$ cat src/rtl/mbox_pkg.sv
package mbox_pkg;
  localparam int WORD_W = 32;
  localparam int IDX_W  = 2;

  localparam logic [IDX_W-1:0] IDX_DLO = 2'd0;
  localparam logic [IDX_W-1:0] IDX_DHI = 2'd1;
  localparam logic [IDX_W-1:0] IDX_CMD = 2'd2;
  localparam logic [IDX_W-1:0] IDX_ICL = 2'd3;

  localparam int RUN_BIT = 31;

  typedef struct packed {
    logic [6:0] code;
    logic [7:0] p2;
    logic [7:0] p1;
  } cmd_fields_t;
endpackage

$ cat src/rtl/mbox_data_regs.sv
module mbox_data_regs
  import mbox_pkg::*;
#(
  parameter bit HAS_HIGH = 1'b1
) (
  input  logic              clk,
  input  logic              rst_n,
  input  logic              busy,
  input  logic              wr_lo,
  input  logic              wr_hi,
  input  logic [WORD_W-1:0] wdata,
  input  logic              load_res,
  input  logic [WORD_W-1:0] res_lo,
  input  logic [WORD_W-1:0] res_hi,
  output logic [WORD_W-1:0] data_lo,
  output logic [WORD_W-1:0] data_hi
);
  always_ff @(posedge clk) begin
    if (!rst_n)                data_lo <= '0;
    else if (load_res)         data_lo <= res_lo;
    else if (!busy && wr_lo)   data_lo <= wdata;
  end

  generate
    if (HAS_HIGH) begin : g_hi
      always_ff @(posedge clk) begin
        if (!rst_n)              data_hi <= '0;
        else if (load_res)       data_hi <= res_hi;
        else if (!busy && wr_hi) data_hi <= wdata;
      end
    end else begin : g_no_hi
      logic unused_hi;
      assign unused_hi = wr_hi ^ (^res_hi);
      assign data_hi   = '0;
    end
  endgenerate

  AST_DATA_FROZEN: assert property (@(posedge clk) disable iff (!rst_n)
    busy && !load_res |=> $stable(data_lo) && $stable(data_hi)) else $error("data changed while busy");
  AST_HI_ABSENT: assert property (@(posedge clk) disable iff (!rst_n)
    !HAS_HIGH |-> data_hi == '0) else $error("high word present");
endmodule

$ cat src/rtl/mbox_iface_reg.sv
module mbox_iface_reg
  import mbox_pkg::*;
(
  input  logic              clk,
  input  logic              rst_n,
  input  logic              wr_cmd,
  input  logic [WORD_W-1:0] wdata,
  input  logic              done,
  input  logic [7:0]        done_err,
  output logic              run,
  output cmd_fields_t       fields,
  output logic [7:0]        err,
  output logic              cmd_valid
);
  logic run_q;

  always_ff @(posedge clk) begin
    if (!rst_n) begin
      run    <= 1'b0;
      run_q  <= 1'b0;
      fields <= '0;
      err    <= '0;
    end else begin
      run_q <= run;
      if (run && done) begin
        run <= 1'b0;
        err <= done_err;
      end else if (!run && wr_cmd) begin
        fields <= wdata[30:8];
        run    <= wdata[RUN_BIT];
        if (wdata[RUN_BIT]) err <= '0;
      end
    end
  end

  assign cmd_valid = run & ~run_q;

  AST_PULSE_SINGLE: assert property (@(posedge clk) disable iff (!rst_n)
    cmd_valid |=> !cmd_valid) else $error("strobe longer than one cycle");
  AST_BUSY_HOLD: assert property (@(posedge clk) disable iff (!rst_n)
    run && !done |=> run && $stable(fields) && $stable(err)) else $error("busy state disturbed");
  AST_DONE_ERR: assert property (@(posedge clk) disable iff (!rst_n)
    run && done |=> !run && err == $past(done_err)) else $error("completion not taken");
  AST_IDLE_DONE: assert property (@(posedge clk) disable iff (!rst_n)
    !run && done && !wr_cmd |=> !run && $stable(err) && $stable(fields)) else $error("idle completion acted");
endmodule

$ cat src/rtl/mbox_irq.sv
module mbox_irq (
  input  logic clk,
  input  logic rst_n,
  input  logic set,
  input  logic clr,
  output logic irq
);
  always_ff @(posedge clk) begin
    if (!rst_n)   irq <= 1'b0;
    else if (set) irq <= 1'b1;
    else if (clr) irq <= 1'b0;
  end

  AST_IRQ_HOLD: assert property (@(posedge clk) disable iff (!rst_n)
    irq && !clr |=> irq) else $error("interrupt dropped");
  AST_IRQ_SET: assert property (@(posedge clk) disable iff (!rst_n)
    set |=> irq) else $error("interrupt not raised");
endmodule

$ cat src/rtl/mbox_doorbell.sv
module mbox_doorbell
  import mbox_pkg::*;
#(
  parameter bit HAS_HIGH = 1'b1
) (
  input  logic        clk,
  input  logic        rst_n,
  input  logic [1:0]  bus_addr,
  input  logic        bus_wr,
  input  logic [31:0] bus_wdata,
  output logic [31:0] bus_rdata,
  output logic        irq,
  output logic        cmd_valid,
  output logic [6:0]  cmd_code,
  output logic [7:0]  cmd_p1,
  output logic [7:0]  cmd_p2,
  output logic [31:0] cmd_data_lo,
  output logic [31:0] cmd_data_hi,
  input  logic        done,
  input  logic [7:0]  done_err,
  input  logic [31:0] done_data_lo,
  input  logic [31:0] done_data_hi
);
  logic        run;
  cmd_fields_t fields;
  logic [7:0]  err;
  logic        finish;
  logic        irq_clr;

  assign finish  = run & done;
  assign irq_clr = bus_wr && bus_addr == IDX_ICL && bus_wdata[0];

  mbox_iface_reg u_iface (
    .clk      (clk),
    .rst_n    (rst_n),
    .wr_cmd   (bus_wr && bus_addr == IDX_CMD),
    .wdata    (bus_wdata),
    .done     (done),
    .done_err (done_err),
    .run      (run),
    .fields   (fields),
    .err      (err),
    .cmd_valid(cmd_valid)
  );

  mbox_data_regs #(.HAS_HIGH(HAS_HIGH)) u_data (
    .clk      (clk),
    .rst_n    (rst_n),
    .busy     (run),
    .wr_lo    (bus_wr && bus_addr == IDX_DLO),
    .wr_hi    (bus_wr && bus_addr == IDX_DHI),
    .wdata    (bus_wdata),
    .load_res (finish && done_err == 8'd0),
    .res_lo   (done_data_lo),
    .res_hi   (done_data_hi),
    .data_lo  (cmd_data_lo),
    .data_hi  (cmd_data_hi)
  );

  mbox_irq u_irq (
    .clk   (clk),
    .rst_n (rst_n),
    .set   (finish),
    .clr   (irq_clr),
    .irq   (irq)
  );

  assign cmd_code = fields.code;
  assign cmd_p1   = fields.p1;
  assign cmd_p2   = fields.p2;

  always_comb begin
    unique case (bus_addr)
      IDX_DLO: bus_rdata = cmd_data_lo;
      IDX_DHI: bus_rdata = cmd_data_hi;
      IDX_CMD: bus_rdata = {run, fields, err};
      default: bus_rdata = {31'd0, irq};
    endcase
  end

  AST_CLEAR_ERR_ON_START: assert property (@(posedge clk) disable iff (!rst_n)
    $rose(run) |-> err == 8'd0) else $error("stale error at start");
  AST_STROBE_ON_START: assert property (@(posedge clk) disable iff (!rst_n)
    cmd_valid |-> run) else $error("strobe without busy");
endmodule

$ cat config.mk
export PLATFORM = sky130hd
export DESIGN_NAME = mbox_doorbell
export DESIGN_NICKNAME = d
export VERILOG_FILES = /design/src/rtl/mbox_pkg.sv /design/src/rtl/mbox_data_regs.sv /design/src/rtl/mbox_iface_reg.sv /design/src/rtl/mbox_irq.sv /design/src/rtl/mbox_doorbell.sv
export SDC_FILE = /design/constraint.sdc
export NUM_CORES = 1
export LEC_CHECK = 0
export BUFFER_PORTS_ARGS = -buffer_cell sky130_fd_sc_hd__buf_2
export CAP_MARGIN = 15
export CORE_MARGIN = 5
export CORE_UTILIZATION = 50
export CTS_BUF_LIST = sky130_fd_sc_hd__clkbuf_8
export DETAILED_ROUTE_END_ITERATION = 12
export GPL_ROUTABILITY_DRIVEN = 0
export PLACE_DENSITY_LB_ADDON = 0.08
export SYNTH_ARGS = -nofsm -noshare
export SYNTH_HDL_FRONTEND = slang
export SYNTH_HIERARCHICAL = 1
export SYNTH_SLANG_ARGS = --single-unit
$ cat constraint.sdc
create_clock -name clk -period 4.7 [get_ports clk]
set_input_delay 0.235 -clock clk [delete_from_list [all_inputs] [get_ports clk]]
set_output_delay 0.235 -clock clk [all_outputs]
set_load 0.02 [all_outputs]
After elaboration in Yosys (flattened, before gate mapping) --
Cells that the tools add are included.
Cells by class: reductions and logical operators 21, add/subtract/negate cells 0, order comparisons 0, eq/ne operators 3, multiply operators 0, div/mod/pow operators 0, shifts and indexed selects 0, multiplexer cells 10, bitwise logic cells 5
Operators by type and width (number):
- 32-bit two-way mux | 4
- 32-bit one-hot mux with 3 select lines | 1
- 8-bit two-way mux | 3
- 1-bit logical AND | 10
- 2-bit nonzero test | 5
- 8-bit logical NOT | 1
- 2-bit equality test (second input constant) | 2
- 2-bit AND reduction | 2
- 1-bit inverter | 3
- 1-bit AND | 2
- 2-bit by 1-bit equality test with 1-bit output (second input constant) | 1
- 2-bit logical NOT | 1
- 1-bit two-way mux | 2
- 2-bit OR reduction | 1
- 1-bit logical NOT | 1
Word-level totals: memories 0, output and inout bits 121, input bits 110, bits in latches 0, bits in writable memories 0, logic and storage cells 48, memory bits (read-only) 0, bits in registers 98

Logic depth before layout (Yosys ltp) --
word-level depth 5, gate-level depth with buffers 8

By module --
The synthesis kept the hierarchy.
By module, submodules not included:
- mbox_data_regs | area each 3111.7 µm², cells an instance 300, instances 1
- mbox_iface_reg | area each 1137.3 µm², cells an instance 128, instances 1
- mbox_doorbell | area each 775.7 µm², cells an instance 85, instances 1
- mbox_irq | area each 41.3 µm², cells an instance 3, instances 1

Worst setup path before layout --
Ideal clock, no wire load.
path kind register to register, start reg u_iface.run, end reg u_data.data_lo[10], cell stages (with the launch flop) 9, setup slack 2.972 ns, arrival time 1.607 ns, required time 4.578 ns, path buffers 3, clock period less this slack 1.728 ns, cell sequence dfxtp_1 -> and2_1 -> and3_1 -> buf_4 -> buf_6 -> buf_8 -> mux2i_1 -> o21ai_1 -> o311a_1
On the way: longest elaborated chain between the ends 3, elaborated cells on any way between the ends 6, those cells by class mux: 1; bitwise: 1; reduce/logical: 4
Ends and longest elaborated chain:
- start, declared | RTL line mbox_iface_reg.sv:10 | output logic run,
- start signal, assigned | RTL line mbox_iface_reg.sv:30 | run <= wdata[RUN_BIT];
- 1-bit AND * | RTL line mbox_doorbell.sv:30 | assign finish = run & done;
- via finish | RTL line mbox_doorbell.sv:27 | logic finish;
- 1-bit logical AND * | RTL line mbox_doorbell.sv:53 | .load_res (finish && done_err == 8'd0),
- 32-bit two-way mux / 2-bit nonzero test (equally long branches)
- end signal, assigned | RTL line mbox_data_regs.sv:20 | else if (load_res) data_lo <= res_lo;
- end signal, assigned | RTL line mbox_data_regs.sv:21 | else if (!busy && wr_lo) data_lo <= wdata;
- end, declared | RTL line mbox_data_regs.sv:15 | output logic [WORD_W-1:0] data_lo,
Mark *: on every way through the listed nets, which the timed path passes. The rest lies on a longest branch. A chain may end at the register's enable or synchronous reset.

Final worst setup path --
start reg u_iface.run, end reg u_data.data_hi[30]
On the way: longest elaborated chain between the ends 3, elaborated cells on any way between the ends 6, those cells by class mux: 1; bitwise: 1; reduce/logical: 4
Ends and longest elaborated chain:
- 1-bit AND * | RTL line mbox_doorbell.sv:30
- via finish | RTL line mbox_doorbell.sv:27
- 1-bit logical AND * | RTL line mbox_doorbell.sv:53
- 32-bit two-way mux / 2-bit nonzero test (equally long branches)
- end signal, assigned | RTL line mbox_data_regs.sv:28 | else if (load_res) data_hi <= res_hi;
- end signal, assigned | RTL line mbox_data_regs.sv:29 | else if (!busy && wr_hi) data_hi <= wdata;
- end, declared | RTL line mbox_data_regs.sv:16 | output logic [WORD_W-1:0] data_hi
Marks and branches as above.

==> flow_summary.toml <==
[route]
drtAntennaViolNets = 0
vias = 4904
wl_um = 15900
drt_iter0_drc = 283
drc = 0
dr.pass1.iters = 5
vias_per_cell = 5.84
wl_per_cell_um = 18.9

[logic_synthesis]
yosys_warnings = 6
synth.area.mux_share = 0.192
synth-xor-area-share = 0
post_synth_num_cell_types = 30
synth_compound_area_frac = 0.290
yosysTopAreaCell = "dfxtp_1"
ys_seq_elements = 98
yosysTopAreaCellShare = 0.387
synth_top_family_by_area = "compound AO/OA/AOI/OAI gates"
synth_fa_ha_area_frac = 0
yosysSeqAreaShare = 0.387
synth-simple-area-share = 0.0617
syn-num-nets = 626
synthTopCellsByArea = "dfxtp_1 (39%), mux2i_1 (19%), o311a_1 (13%), o2bb2ai_1 (5.0%), o21ai_0 (4.3%)"
synthesis.area_um2 = 5070
synth_cells = 516
synth_area_per_cell_um2 = 9.82

[outcome]
status = "finished clean"

[power]
swShare = 0.290
p_int_mw = 1.18
p_leak_nw = 2.99
p_sw_mw = 0.483
p_comb_frac = 0.186
power_frac_seq = 0.537
p_per_area_nw_per_um2 = 266
clock_power_share = 0.277
vdd_drop_max_v = 0.000147

[final_layout]
area_growth_pct = 24.0
multi_input_area_um2 = 2780
diodes = 0
fin_nets = 814
num-fill-cells = 889
drive_above_1_share = 0.365
utilization = 0.640
ff_latch_area_um2 = 1960

[timing]
hold_viol = 0
slew_violations = 0
fmaxAchievable_ghz = 0.371
rsz0062_at_grt = "no"
timing.final.crit_period_ps = 2690
relSlewSlack = 0.291
worst_pin_slew_ps = 1060
tns_ps = 0
setup_viol = 0
worst_clock_skew_ps = 5.02
timing.final.crit_share = 0.573

[critical_path]
end_kind = "flip-flop"
path_buf_inv = 1
path_max_fanout = 68
critPathSlowestCell = "and3_4"
cp_cell_sequence = "and2_1, and3_4, buf_4, mux2i_1, o21ai_0, o311a_1"
critPathArrivalTime_ps = 2940
critPathRequiredTime_ps = 4950
timing_worst_setup_path_type = "reg -> reg"
max_stage_delay_ps = 740
cp_top_family = "simple AND/OR/NAND/NOR gates"
start_kind = "flip-flop"

[clocking]
cts_tree = "yes"
cts-resized-gates = 0
insertion_delay_ps = 350
clk_pin_slew_ps = 90
cts_hold_buf = 0
htree_levels = 3
cts_buffer_depth = 2
cts.root.buffer_cell = "clkbuf_8"
postCtsSetupBuffers = 0
cts_sinks = 98
cts_buffers = 9

[global_route]
overflow = 0
grt_use_total = 0.246
grt_antenna_before_repair = 0
grt_pass1_vias = 4877
grt_max_degree = 72
grt_pass1_wl_um = 25200

[floorplanning]
io_pins = 231
fp.dieW_um = 111
start_util = 0.516
die_h_um = 111
core_um2 = 9820
dieArea_um2 = 12200
fp-row-count = 36

[min_path]
min_path_type = "in -> reg"

[placement]
dpl.hpwl_um = 10800
port_buffers = 230

[flow_run]
cap_violations = 0
[flip-flops by register name (all words and copies together) (netlist names)]
register,cells
u_iface/run,1
u_iface/run_q,1
u_iface/fields,23
u_data/data_lo,32
u_iface/err,8
u_data/data_hi,32
u_irq/irq,1
[metrics by stage]
step / setup WS [ps] / hold WS (ps) / std cells / instance area [um2] / total power, mW
6_report: 2010 / 107 / 840 / 6280 / 1.67
5_1_grt: 1830 / 98.4 / 840 / 6280 / 1.75
4_1_cts: 2030 / 92.4 / 840 / 6280 / 1.68
3_5_place_dp: 2040 / 460 / 826 / 6130 / 1.23
3_3_place_gp: 2100 / 454 / 826 / 6130 / 1.22
2_1_floorplan: 2970 / 352 / 516 / 5070 / 1.09
[logic make-up after synthesis]
family | after synthesis
compound gates | 193
buf+inv | 62
flops | 98
mux | 96
simple gates | 67
[layer usage]
layer / wire length [um] / track usage
met5: 0 / 0
met4: 223 / 0.0722
met2: 7700 / 0.418
met1: 6730 / 0.306
met3: 1240 / 0.0628
[placed cells by master (no fill, tap or decap), types with 2 or more instances in the layout]
| master | instances |
|---|---|
| buf_2 | 230 |
| dfxtp_1 | 98 |
| mux2i_1 | 95 |
| o311a_1 | 64 |
| nand2_1 | 48 |
| o21ai_0 | 44 |
| o2bb2ai_1 | 29 |
| a21oi_1 | 24 |
| o21ai_1 | 20 |
| clkbuf_8 | 10 |
| a22o_1 | 8 |
| buf_4 | 7 |
| inv_1 | 5 |
| nor2b_4 | 4 |
| nor2_1 | 3 |
| o2bb2ai_2 | 2 |
| and2_1 | 2 |
| nor4_1 | 2 |
| nor2b_1 | 2 |
[power groups by stage]
stage / Sequential (mW) / Clock (mW) / Combinational, mW
2_1_floorplan: 0.951 / 0 / 0.141
6_report: 0.896 / 0.462 / 0.311
5_1_grt: 0.901 / 0.511 / 0.336
3_5_place_dp: 0.915 / 0 / 0.311
3_3_place_gp: 0.913 / 0 / 0.308
4_1_cts: 0.895 / 0.471 / 0.312
[final timing paths]
kind	from	to	slack, ps	cells after the start
worst max-delay path	u_iface/run$_SDFFE_PP0P_	u_data/data_hi[30]$_SDFFE_PN0P_	2010	6
worst min-delay path	done_err[2]	u_iface/err[2]$_SDFFE_PN0P_	110	2
worst max register to register	u_iface/run$_SDFFE_PP0P_	u_data/data_hi[30]$_SDFFE_PN0P_	2010	6
worst min register to register	u_iface/fields[16]$_SDFFE_PN0P_	u_iface/fields[16]$_SDFFE_PN0P_	480	2
[cells in the mapped netlist (all sizes together)]
| cell type | number |
|---|---|
| dfxtp | 98 |
| mux2i | 95 |
| o21ai | 64 |
| o311a | 64 |
| nand2 | 48 |
| clkbuf | 31 |
| o2bb2ai | 31 |
| buf | 30 |
| a21oi | 24 |
| a22o | 8 |
| nor2b | 7 |
| nor2 | 3 |
| and2 | 2 |
| and3 | 2 |
| nor4 | 2 |
| a221oi | 1 |
| and3b | 1 |
| inv | 1 |
| mux4 | 1 |
| nand2b | 1 |
| nor3b | 1 |
| o21a | 1 |
[cell type report]
class                           count  share of cell area
Tap cell                          133              0.0265
Timing Repair Buffer              238               0.195
Sequential cell                    98               0.312
Inverter                            1            0.000597
Clock inverter                      4             0.00239
Multi-Input combinational cell    356               0.442
Clock buffer                       10              0.0219
(Power assumes the default switching activity.)
